### src/rtl/pin_io_pkg.sv
package pin_io_pkg;
  localparam int unsigned BUS_W = 32;

  // Byte offsets of the register map
  localparam logic [7:0] OFS_OUT  = 8'h00;
  localparam logic [7:0] OFS_SET  = 8'h04;
  localparam logic [7:0] OFS_CLR  = 8'h08;
  localparam logic [7:0] OFS_DIR  = 8'h0C;
  localparam logic [7:0] OFS_PIN  = 8'h10;
  localparam logic [7:0] OFS_PEN  = 8'h14;
  localparam logic [7:0] OFS_PUP  = 8'h18;
  localparam logic [7:0] OFS_IEN  = 8'h20;
  localparam logic [7:0] OFS_IMSK = 8'h24;
  localparam logic [7:0] OFS_IPND = 8'h28;
  localparam logic [7:0] OFS_ICLR = 8'h2C;
  localparam logic [7:0] OFS_ITYP = 8'h30;
  localparam logic [7:0] OFS_IPOL = 8'h34;
  localparam logic [7:0] OFS_IBTH = 8'h38;

  typedef enum logic [1:0] {
    TRIG_RISE = 2'd0,
    TRIG_FALL = 2'd1,
    TRIG_ANY  = 2'd2,
    TRIG_LVL  = 2'd3
  } trig_kind_e;
endpackage

### src/rtl/pin_io_sync.sv
module pin_io_sync #(
  parameter int unsigned NPIN = 32
) (
  input  logic            clk,
  input  logic            rst_n,
  input  logic [NPIN-1:0] pin_in,
  output logic [NPIN-1:0] cur,
  output logic [NPIN-1:0] prv
);
  logic [NPIN-1:0] meta_q, cur_q, prv_q;

  always_ff @(posedge clk or negedge rst_n) begin
    if (!rst_n) begin
      meta_q <= '0;
      cur_q  <= '0;
      prv_q  <= '0;
    end else begin
      meta_q <= pin_in;
      cur_q  <= meta_q;
      prv_q  <= cur_q;
    end
  end

  assign cur = cur_q;
  assign prv = prv_q;
endmodule

### src/rtl/pin_io_detect.sv
module pin_io_detect
  import pin_io_pkg::*;
#(
  parameter int unsigned NPIN = 32
) (
  input  logic            clk,
  input  logic            rst_n,
  input  logic [NPIN-1:0] cur,
  input  logic [NPIN-1:0] prv,
  input  logic [NPIN-1:0] sense_lvl,
  input  logic [NPIN-1:0] polarity,
  input  logic [NPIN-1:0] any_edge,
  input  logic [NPIN-1:0] enable,
  input  logic [NPIN-1:0] clr_bits,
  output logic [NPIN-1:0] pend
);
  logic [NPIN-1:0] hit;
  logic [NPIN-1:0] pend_d, pend_q;

  for (genvar g = 0; g < NPIN; g++) begin : g_pin
    trig_kind_e kind;
    logic rise, fall;

    always_comb begin
      rise = cur[g] & ~prv[g];
      fall = ~cur[g] & prv[g];
      if (sense_lvl[g])      kind = TRIG_LVL;
      else if (any_edge[g])  kind = TRIG_ANY;
      else if (polarity[g])  kind = TRIG_FALL;
      else                   kind = TRIG_RISE;
      unique case (kind)
        TRIG_RISE: hit[g] = rise;
        TRIG_FALL: hit[g] = fall;
        TRIG_ANY:  hit[g] = rise | fall;
        TRIG_LVL:  hit[g] = cur[g] ^ polarity[g];
        default:   hit[g] = 1'b0;
      endcase
    end
  end

  // A new event has priority over a clear in the same cycle
  always_comb begin
    pend_d = (pend_q & ~clr_bits) | (hit & enable);
  end

  always_ff @(posedge clk or negedge rst_n) begin
    if (!rst_n) pend_q <= '0;
    else        pend_q <= pend_d;
  end

  assign pend = pend_q;
endmodule

### src/rtl/pin_io_regs.sv
module pin_io_regs
  import pin_io_pkg::*;
#(
  parameter int unsigned NPIN = 32,
  parameter int unsigned AW   = 8
) (
  input  logic             clk,
  input  logic             rst_n,
  input  logic             bus_sel,
  input  logic             bus_en,
  input  logic             bus_wr,
  input  logic [AW-1:0]    bus_addr,
  input  logic [BUS_W-1:0] bus_wdata,
  output logic [BUS_W-1:0] bus_rdata,
  input  logic [NPIN-1:0]  pin_sync,
  input  logic [NPIN-1:0]  pend,
  output logic [NPIN-1:0]  out_q,
  output logic [NPIN-1:0]  dir_q,
  output logic [NPIN-1:0]  pen_q,
  output logic [NPIN-1:0]  pup_q,
  output logic [NPIN-1:0]  ien_q,
  output logic [NPIN-1:0]  imsk_q,
  output logic [NPIN-1:0]  ityp_q,
  output logic [NPIN-1:0]  ipol_q,
  output logic [NPIN-1:0]  ibth_q,
  output logic [NPIN-1:0]  clr_bits
);
  localparam int unsigned NOFS = 14;

  logic            wr_acc;
  logic [NPIN-1:0] wval;
  logic [NOFS-1:0] hit;
  logic            out_we;
  logic [NPIN-1:0] out_d;

  assign wr_acc = bus_sel & bus_en & bus_wr;
  assign wval   = bus_wdata[NPIN-1:0];

  always_comb begin
    hit[0]  = wr_acc && (bus_addr == AW'(OFS_OUT));
    hit[1]  = wr_acc && (bus_addr == AW'(OFS_SET));
    hit[2]  = wr_acc && (bus_addr == AW'(OFS_CLR));
    hit[3]  = wr_acc && (bus_addr == AW'(OFS_DIR));
    hit[4]  = wr_acc && (bus_addr == AW'(OFS_PEN));
    hit[5]  = wr_acc && (bus_addr == AW'(OFS_PUP));
    hit[6]  = wr_acc && (bus_addr == AW'(OFS_IEN));
    hit[7]  = wr_acc && (bus_addr == AW'(OFS_IMSK));
    hit[8]  = wr_acc && (bus_addr == AW'(OFS_ICLR));
    hit[9]  = wr_acc && (bus_addr == AW'(OFS_ITYP));
    hit[10] = wr_acc && (bus_addr == AW'(OFS_IPOL));
    hit[11] = wr_acc && (bus_addr == AW'(OFS_IBTH));
    hit[12] = 1'b0;
    hit[13] = 1'b0;
  end

  // Output data next state: direct, set or clear
  always_comb begin
    out_we = hit[0] | hit[1] | hit[2];
    out_d  = out_q;
    if (hit[0])      out_d = wval;
    else if (hit[1]) out_d = out_q | wval;
    else if (hit[2]) out_d = out_q & ~wval;
  end

  assign clr_bits = hit[8] ? wval : '0;

  always_ff @(posedge clk or negedge rst_n) begin
    if (!rst_n) begin
      out_q  <= '0;
      dir_q  <= '0;
      pen_q  <= '0;
      pup_q  <= '0;
      ien_q  <= '0;
      imsk_q <= '0;
      ityp_q <= '0;
      ipol_q <= '0;
      ibth_q <= '0;
    end else begin
      if (out_we)  out_q  <= out_d;
      if (hit[3])  dir_q  <= wval;
      if (hit[4])  pen_q  <= wval;
      if (hit[5])  pup_q  <= wval;
      if (hit[6])  ien_q  <= wval;
      if (hit[7])  imsk_q <= wval;
      if (hit[9])  ityp_q <= wval;
      if (hit[10]) ipol_q <= wval;
      if (hit[11]) ibth_q <= wval;
    end
  end

  // Read mux; write-only and unmapped offsets return zero
  always_comb begin
    bus_rdata = '0;
    if (bus_sel && !bus_wr) begin
      unique case (bus_addr)
        AW'(OFS_OUT):  bus_rdata[NPIN-1:0] = out_q;
        AW'(OFS_DIR):  bus_rdata[NPIN-1:0] = dir_q;
        AW'(OFS_PIN):  bus_rdata[NPIN-1:0] = pin_sync;
        AW'(OFS_PEN):  bus_rdata[NPIN-1:0] = pen_q;
        AW'(OFS_PUP):  bus_rdata[NPIN-1:0] = pup_q;
        AW'(OFS_IEN):  bus_rdata[NPIN-1:0] = ien_q;
        AW'(OFS_IMSK): bus_rdata[NPIN-1:0] = imsk_q;
        AW'(OFS_IPND): bus_rdata[NPIN-1:0] = pend;
        AW'(OFS_ITYP): bus_rdata[NPIN-1:0] = ityp_q;
        AW'(OFS_IPOL): bus_rdata[NPIN-1:0] = ipol_q;
        AW'(OFS_IBTH): bus_rdata[NPIN-1:0] = ibth_q;
        default:       bus_rdata = '0;
      endcase
    end
  end
endmodule

### src/rtl/pin_io_ctrl.sv
module pin_io_ctrl
  import pin_io_pkg::*;
#(
  parameter int unsigned NPIN = 32,
  parameter int unsigned AW   = 8
) (
  input  logic             clk,
  input  logic             rst_n,
  input  logic             bus_sel,
  input  logic             bus_en,
  input  logic             bus_wr,
  input  logic [AW-1:0]    bus_addr,
  input  logic [BUS_W-1:0] bus_wdata,
  output logic [BUS_W-1:0] bus_rdata,
  input  logic [NPIN-1:0]  pin_in,
  output logic [NPIN-1:0]  pin_out,
  output logic [NPIN-1:0]  pin_oe,
  output logic [NPIN-1:0]  pull_en,
  output logic [NPIN-1:0]  pull_up,
  output logic             irq
);
  logic [1:0]      rst_pipe_q;
  logic            rst_sync_n;
  logic [NPIN-1:0] cur, prv, pend, clr_bits;
  logic [NPIN-1:0] ien, imsk, ityp, ipol, ibth;

  // Asynchronous assertion, synchronous release
  always_ff @(posedge clk or negedge rst_n) begin
    if (!rst_n) rst_pipe_q <= '0;
    else        rst_pipe_q <= {rst_pipe_q[0], 1'b1};
  end
  assign rst_sync_n = rst_pipe_q[1];

  pin_io_sync #(.NPIN(NPIN)) i_sync (
    .clk    (clk),
    .rst_n  (rst_sync_n),
    .pin_in (pin_in),
    .cur    (cur),
    .prv    (prv)
  );

  pin_io_regs #(.NPIN(NPIN), .AW(AW)) i_regs (
    .clk       (clk),
    .rst_n     (rst_sync_n),
    .bus_sel   (bus_sel),
    .bus_en    (bus_en),
    .bus_wr    (bus_wr),
    .bus_addr  (bus_addr),
    .bus_wdata (bus_wdata),
    .bus_rdata (bus_rdata),
    .pin_sync  (cur),
    .pend      (pend),
    .out_q     (pin_out),
    .dir_q     (pin_oe),
    .pen_q     (pull_en),
    .pup_q     (pull_up),
    .ien_q     (ien),
    .imsk_q    (imsk),
    .ityp_q    (ityp),
    .ipol_q    (ipol),
    .ibth_q    (ibth),
    .clr_bits  (clr_bits)
  );

  pin_io_detect #(.NPIN(NPIN)) i_detect (
    .clk       (clk),
    .rst_n     (rst_sync_n),
    .cur       (cur),
    .prv       (prv),
    .sense_lvl (ityp),
    .polarity  (ipol),
    .any_edge  (ibth),
    .enable    (ien),
    .clr_bits  (clr_bits),
    .pend      (pend)
  );

  assign irq = |(pend & ien & ~imsk);
endmodule

### config.mk
export PLATFORM = sky130hd
export DESIGN_NAME = pin_io_ctrl
export DESIGN_NICKNAME = d
export VERILOG_FILES = /design/src/rtl/pin_io_pkg.sv /design/src/rtl/pin_io_sync.sv /design/src/rtl/pin_io_detect.sv /design/src/rtl/pin_io_regs.sv /design/src/rtl/pin_io_ctrl.sv
export SDC_FILE = /design/constraint.sdc
export NUM_CORES = 1
export LEC_CHECK = 0
export ABC_AREA = 1
export BUFFER_PORTS_ARGS = -buffer_cell sky130_fd_sc_hd__buf_2
export CORE_AREA = 2 2 279 198
export DETAILED_ROUTE_END_ITERATION = 10
export DIE_AREA = 0 0 281 200
export MAX_ROUTING_LAYER = met4
export RECOVER_POWER = 50
export SYNTH_ARGS = -nofsm -noshare
export SYNTH_HDL_FRONTEND = slang
export SYNTH_HIERARCHICAL = 1
export SYNTH_SLANG_ARGS = --single-unit
export TNS_END_PERCENT = 50
### constraint.sdc
create_clock -name clk -period 15.1 [get_ports clk]
set_input_delay 1.51 -clock clk [delete_from_list [all_inputs] [get_ports clk]]
set_output_delay 1.51 -clock clk [all_outputs]
set_load 0.1 [all_outputs]
# ---- Word level (Yosys, flattened, before mapping)
# Index checks and enable logic that the tools add are counted.
dict set report word_totals {
  register_bits 418
  out_inout_bits 161
  word_cells 513
}
dict set report classes {
  eq_ne 109
  n_mux 134
  bitwise_logic 206
  reduce_logical 50
}
# operator n
set op_table {}
lappend op_table {{32-bit case mux with 11 select lines} 1}
lappend op_table {{32-bit AND} 5}
lappend op_table {{32-bit 2-to-1 mux} 5}
lappend op_table {{2-bit == test (second input constant)} 64}
lappend op_table {{2-bit 2-to-1 mux} 64}
lappend op_table {{1-bit case mux with 4 select lines} 32}
lappend op_table {{32-bit NOT} 3}
lappend op_table {{1-bit AND} 66}
lappend op_table {{2-bit by 1-bit == test with 1-bit output (second input constant)} 32}
lappend op_table {{2-bit zero test} 32}
lappend op_table {{1-bit NOT} 64}
lappend op_table {{32-bit bitwise OR} 2}
lappend op_table {{8-bit by 6-bit == test with 1-bit output (second input constant)} 7}
lappend op_table {{1-bit bitwise OR} 34}
lappend op_table {{1-bit 2-to-1 mux} 32}
lappend op_table {{32-bit OR reduction} 1}
lappend op_table {{1-bit bitwise XOR} 32}
lappend op_table {{8-bit by 5-bit == test with 1-bit output (second input constant)} 3}
lappend op_table {{8-bit by 4-bit == test with 1-bit output (second input constant)} 2}
lappend op_table {{1-bit logical AND} 13}
lappend op_table {{8-bit by 3-bit == test with 1-bit output (second input constant)} 1}
lappend op_table {{8-bit zero test} 1}
lappend op_table {{3-bit nonzero test} 1}
lappend op_table {{2-bit AND reduction} 1}
lappend op_table {{1-bit zero test} 1}

# ---- Longest topological paths before layout
# Gate-level depths: netlist of the first run.
dict set report logic_depth {
  depth_word 7
  ltp_mapped 11
  depth_no_buf 9
}

# ---- Modules after synthesis
# Netlist of the first run, hierarchy kept.
# mod n_inst cells_per_inst area_per_inst_um2
set by_module_without_submodules {}
lappend by_module_without_submodules {pin_io_regs 1 1891 14371.3}
lappend by_module_without_submodules {pin_io_detect 1 736 4043.9}
lappend by_module_without_submodules {pin_io_sync 1 96 2402.3}
lappend by_module_without_submodules {pin_io_ctrl 1 83 461.7}

# ---- Least setup slack after synthesis of the first run
# OpenSTA, ideal clock, no wires.
dict set report synth_path {
  path_kind {input to output}
  from {input port bus_addr[6]}
  to {output port bus_rdata[28]}
  arrival_time_ns 3.605
  required_time_ns 13.590
  setup_slack_ns 9.985
  cell_stages 9
  path_cell_list {inv_1 > nand2_4 > nor2_4 > buf_6 > buf_6 > nand3_1 > nand4_1 > nor2_1 > nor2_1}
}
dict set report synth_between {
  elab_chain_len 3
  elab_cells_between_ends 13
  classes_between {eq/ne (10); mux (2); reduce/logical (1)}
}
# item line
set synth_rtl {}
lappend synth_rtl {{start, declared} pin_io_ctrl.sv:12} ;# input logic [AW-1:0] bus_addr,
lappend synth_rtl {{8-bit by 6-bit == test with 1-bit output (tied with other cells)} pin_io_regs.sv:95} ;# unique case (bus_addr)
lappend synth_rtl {{32-bit case mux with 11 select lines *} pin_io_regs.sv:95}
lappend synth_rtl {{32-bit 2-to-1 mux *} pin_io_regs.sv:94} ;# if (bus_sel && !bus_wr) begin
lappend synth_rtl {{end, declared} pin_io_ctrl.sv:14} ;# output logic [BUS_W-1:0] bus_rdata,
# Mark *: on every way between the ends. The rest lies on a longest branch, timed or not.

# ---- Worst setup path in the final report of the first run
dict set report layout_path {
  from {input port bus_addr[0]}
  to {output port bus_rdata[28]}
}
# The elaborated chain is that of the path after synthesis.

==> results of run 1 <==
==> cell usage after synthesis <==
library cell	number
clkbuf_1	29
o21ai_1	174
nand4_1	1
inv_1	312
nor2_4	7
buf_4	11
ha_1	64
o21ai_0	147
nand3b_1	15
dfrtp_1	418
conb_1	1
nand2_1	861
nand3_1	374
buf_6	3
inv_2	4
nor3_1	1
and2_1	1
nor2_1	275
nor2_2	2
nand3_2	6
nor3_2	1
nand2_2	6
buf_1	2
nand3_4	5
buf_2	85
nand2_4	1
==> final timing paths <==
| path | to | slack [ns] | depth (start not counted) |
|---|---|---|---|
| hold reg to reg | i_sync/cur[3]$_DFF_PN0_ | 0.34 | 0 |
| min in group asynchronous | rst_pipe_q[0]$_DFF_PN0_ | 0.71 | 1 |
| setup reg to reg | i_regs/ibth_q[25]$_DFFE_PN0P_ | 9.14 | 1 |
| setup / recovery | bus_rdata[28] | 9.02 | 11 |
| hold / removal | i_sync/cur[3]$_DFF_PN0_ | 0.34 | 0 |
| max in group asynchronous | i_regs/ibth_q[25]$_DFFE_PN0P_ | 9.14 | 1 |
==> sequential cells by signal, indices dropped and copies added, names as in the netlist, 32 cells and up, named ones only <==
register and count:
i_regs/ien_q 32, i_sync/prv 32, i_regs/ibth_q 32, i_sync/meta_q 32
i_detect/pend 32, i_regs/ityp_q 32, i_regs/pup_q 32, i_regs/ipol_q 32
i_sync/cur 32, i_regs/pen_q 32, i_regs/dir_q 32, i_regs/imsk_q 32
==> logic make-up (layout without fill, tap and decap cells) <==
kind of cell,after synthesis,count (layout),share of synthesized area [%]
other,1,1,0.01762
flip-flops,418,418,49.16
adder cells (fa/ha/maj),64,64,3.763
AND/OR/NAND/NOR,1556,1556,30.85
buffers and inverters,446,652,8.667
AO/OA/AOI/OAI,321,321,7.550
==> critical path: cells and delay by family <==
family	cells	cell delay, ns
buffers and inverters	4	1.58
AND/OR/NAND/NOR	7	1.40
==> per-layer routing <==
metal	share of wire [%]	vias up	GRT usage, %
met3	7.2	121	3.946
met2	43	730	35.98
li1	-	9193	-
met5	0	-	-
met1	47	9196	35.23
met4	2.8	0	8.318
==> area by class of cell <==
class	count	area, um^2
Tap cell	730	913.4
Clock inverter	14	108.9
Fill cell	5408	29190
Inverter	316	1189
Timing Repair Buffer	255	1157
Clock buffer	67	1361
Multi-Input combinational cell	1942	9011
Sequential cell	418	10460
==> metrics by stage <==
stage	power, W	hold slack (ns)	utilization [%]	std cells	setup WS [ns]
after CTS	0.002509	0.3479	45.67	3742	9.036
after floorplan	0.001325	0.3312	-	2806	2.587
final	0.002480	0.3410	45.33	3742	9.025
after global routing	0.002576	0.3513	45.33	3742	7.815
after detailed placement	0.001388	0.3347	42.91	3661	9.051
after global placement	0.001384	0.3335	42.91	3661	9.035
==> power groups by stage <==
stage | sequential [W] | clock, W | combinational [W]
2_1_floorplan | 0.00125 | 0 | 0.0000781
3_3_place_gp | 0.00120 | 0 | 0.000188
3_5_place_dp | 0.00120 | 0 | 0.000192
4_1_cts | 0.00118 | 0.00114 | 0.000193
5_1_grt | 0.00118 | 0.00119 | 0.000209
6_report | 0.00118 | 0.00111 | 0.000190
==> metrics.txt, run 1 <==
run status finished with violations; failing checks capacitance limit, slew limit; Die Area 56200 um^2; initial antenna violation count 0; Rows 71; post-CTS setup buffer count 0; Worst setup SP type primary input; drt wl/cell 18.02 um; Syn Area/Cell 7.583 um^2; Final Max Tran Viols 259; Gate power share around 7.6%; DRC 0; TritonCTS buffer count 45; clk_skew 0.02532 ns; CP Capture Type primary output; diode count 0; Sw Ratio a little over a quarter; total track usage 24.76%; internal power 0.001825 W; Reg power frac between 40% and 50%; Sink Count between 400 and 500; Synth top area share between 40% and 50%; YS warnings 6; endpoints failing setup 0; Placement Cell Area 22910 um^2; Top Ports about 240; pin count of the biggest net entering global routing between 150 and 200; die width roughly 280 um; Synthesized Nets between 2000 and 3000; TritonCTS clock tree built; CP arrival 4.57 ns; most frequent cells in the layout nand2_1, dfrtp_1, nand3_1; GRT overflow 0; clk buf depth 3; Detailed Route Iter0 Violations 1842; worst slew pin tran 4.196 ns; Critical Path Fanout Max 77; worst reg2reg path startpoint rst_pipe_q[1]$_DFF_PN0_; crit path kind in2out; max incr delay on CP 0.93 ns; Yosys cell types 26; placed wire-length estimate about 42 mm; via count roughly 19000; Port Buffers 237; Final Hold Fails 0; Mapped Area 21280 um^2; fmax 0.1646 GHz; largest area contributor in the netlist dfrtp_1; clock root buffer clkbuf_16; core box area approximately 53000 um^2; DR vias/cell roughly 5; Hold Startpoint i_sync/meta_q[3]$_DFF_PN0_; CP startpoint bus_addr[0]; P_sw 0.0006554 W; clock period minus worst slack 6.075 ns; post-route cell area between 20000 and 25000 um^2; H-tree Lvls 2; slowest cell on the critical path buf_4; Pleak around 12 nW; CTS Hold Bufs 0; drt first pass iters 6; Routed Antenna Nets 0; Synth Instances roughly 2800; worst skew pair latency 0.59 ns; commonest non-fill, non-tap cell in the layout nand2_1; vias in the first global route 18290; TNS Setup 0 ns; pwr dens 102.5 nW/um^2; post_cts resized 0; RSZ-0062 raised after global routing false; Clock Power Share 44.9%; max cap viols 4; die height 200 um; CTS clk-pin slew, worst paths 0.06 ns; Seq/Total Area, Yosys 49.16%; Worst Path Required 13.59 ns; P&R area growth vs syn 13.73%; first-pass GRT wire length 104.8 mm; Peak VDD IR 0.07351 mV; crit path cell chain buf_2 -> inv_1 -> nand2_2 -> nor2_4 -> buf_4 -> and2_1 -> nor2_1 -> nand3_1 -> nand2_1 -> nor2_1 -> buf_2; synth top area cells dfrtp_1, nand2_1, nand3_1; slew margin rel. -179.7%; share of cells above drive strength 1 between 7 and 8%; synthesis-stage register bit count 418; GPL Wtd Cong 0.8722; # nets final 3119; Final Cycle Share 40.23%; worst min path class reg2reg; initial core utilization 39.86%; Routed Wire Length 67.44 mm
No activity file was read; power rests on OpenSTA's default activity.
==> inputs of run 2 (changes only) <==
clock period = 5.8 ns   (was 15.1 ns; I/O delays follow)
==> run 2 against run 1 <==
Net effect:
- the flow still finishes with violations (capacitance limit, slew limit)
- critical path type unchanged
- clock skew fell by 0.0065 ns
- critical endpoint is now bus_rdata[14]
- clock-buffer cell count fell by 8
- sequential cell count did not move
==> metrics.txt, run 2 (synthesis results as in run 1) <==
run status finished with violations; failing checks capacitance limit, slew limit; DRC 0 (unchanged); drt first pass iters 6 (unchanged); commonest non-fill, non-tap cell in the layout nand2_1; via count 19280 (+0.23%); worst skew pair latency 0.58 ns (about the same); Setup WS post-layout 1.457 ns (-7.568 ns); initial core utilization 39.86% (unchanged); Port Buffers 237 (unchanged); vias in the first global route 18400 (+0.61%); P&R area growth vs syn 13.91%; endpoints failing setup 0 (unchanged); flip-flop and latch area 10460 um^2 (unchanged); clk_skew 0.01886 ns (-0.006461 ns); clock period minus worst slack roughly 4.3 ns; max incr delay on CP 0.90 ns (-0.03 ns); DR vias/cell 5.151 (+0.18%); multi-input logic area 9011 um^2 (unchanged); Routed Antenna Nets 0 (unchanged); # nets final 3122 (+0.096%); max cap viols 2 (-2); Final Hold Fails 0 (unchanged); CP arrival 3.76 ns (-0.81 ns); clk buf depth 3 (unchanged); number of fill cells 5315 (-1.7%); share of cells above drive strength 1 7.963% (+0.36 points); most frequent cells in the layout nand2_1, dfrtp_1, nand3_1; Detailed Route Iter0 Violations 1775 (-3.6%); crit path cell chain buf_2 -> nor2_2 -> nand2_2 -> inv_4 -> nand2_2 -> nor2_1 -> nor2_1 -> nand3_1 -> nand2_1 -> inv_1 -> buf_2; TNS Setup 0 ns (unchanged); total power 0.006429 W (+160%); Critical Path Fanout Max 57 (-26%); Final Max Tran Viols 196 (-24%); worst slack, placed 1.533 ns (-7.518 ns); TritonCTS buffer count 44 (-2.2%); diode count 0 (unchanged); worst slew pin tran 2.578 ns (-1.617 ns); Worst setup SP type primary input; GRT overflow 0 (unchanged); delay-heaviest family, CP simple AND/OR/NAND/NOR gates; CP Capture Type primary output; H-tree Lvls 2 (unchanged); fmax 0.2302 GHz; placed wire-length estimate 42.56 mm (+1.2%); total track usage 25.14% (+0.37 points); post-CTS setup buffer count 0 (unchanged); initial antenna violation count 1 (+1); slowest cell on the critical path nand2_2; Peak VDD IR 0.1913 mV (+160%); Rows 71 (unchanged); pwr dens 265.2 nW/um^2 (+160%); non-filler instance count after layout 3744 (+0.053%); drt wl/cell 18.18 um (+0.88%); RSZ-0062 raised after global routing false; worst min path class in2reg; Final Cycle Share 74.88%; Routed Wire Length 68.07 mm (+0.94%); Pleak 12.36 nW (+0.39%); Die Area 56200 um^2 (unchanged); post-route cell area 24240 um^2 (+0.16%); slew margin rel. -71.87% (+110 points); CTS clk-pin slew, worst paths 0.06 ns (about the same); GPL Wtd Cong 0.8475 (-2.8%); Top Ports 238 (unchanged); core box area 53390 um^2 (unchanged); Sink Count 418 (unchanged); first-pass GRT wire length 106.5 mm (+1.6%); number of placed cells counting well taps 3664 (+0.082%); die height 200 um (unchanged); pin count of the biggest net entering global routing 178 (+7.9%); die width 281 um (unchanged); TritonCTS clock tree built; Worst Path Required 5.22 ns (-8.37 ns); crit path kind in2out; CP Buf/Inv Count 4 (unchanged); clock root buffer clkbuf_16; Placement Cell Area 22970 um^2 (+0.26%)
[run 2: worst paths after layout]
path                                         startpoint                           to  slack (ns)  depth (start not counted)
worst max-delay path                        bus_addr[1]                bus_rdata[14]        1.46                         11
worst min-delay path                         pin_in[17]  i_sync/meta_q[17]$_DFF_PN0_        0.10                          1
worst max register to register  rst_pipe_q[1]$_DFF_PN0_     i_sync/cur[26]$_DFF_PN0_        1.53                          1
worst min register to register  rst_pipe_q[0]$_DFF_PN0_      rst_pipe_q[1]$_DFF_PN0_        0.34                          0
max in group asynchronous       rst_pipe_q[1]$_DFF_PN0_     i_sync/cur[26]$_DFF_PN0_        1.53                          1
min in group asynchronous                         rst_n      rst_pipe_q[1]$_DFF_PN0_        0.33                          2
[run 2: stage by stage]
step           utilization (%)  hold WS (ns)
2_1_floorplan                -        0.2844
3_3_place_gp             43.02        0.3310
3_5_place_dp             43.02        0.3347
4_1_cts                  45.74       0.06986
5_1_grt                  45.40       0.08233
6_report                 45.40        0.1022
[run 2: routing by layer]
metal / up-vias / track usage, % / routed length, um
met1: 9218 / 36.09 / 31790
met5: - / - / 0
li1: 9197 / - / -
met4: 0 / 7.368 / 1595
met2: 759 / 36.62 / 29530
met3: 110 / 3.969 / 5155
[run 2: layout make-up]
class	instances	area share, %
inverter	316	4.904
multi-input combinational	1942	37.18
clock inverter	20	0.7381
tap	730	3.768
clock buffer	59	5.193
timing repair buffer	259	5.069
sequential	418	43.15
[run 2: what timing repair did]
item | in CTS | in global routing
hold buffers | 1 | 0
endpoints found under the setup margin | 0 | 0
endpoints found under the hold margin | 2 | 0
resized for setup | 0 | 0
[run 2: power breakdown]
part           internal (W)  total (W)  leakage, nW  switching [W]
Combinational     0.0000986   0.000498         6.20       0.000400
Sequential          0.00299    0.00306         5.43      0.0000747
Clock               0.00166    0.00287        0.729        0.00121
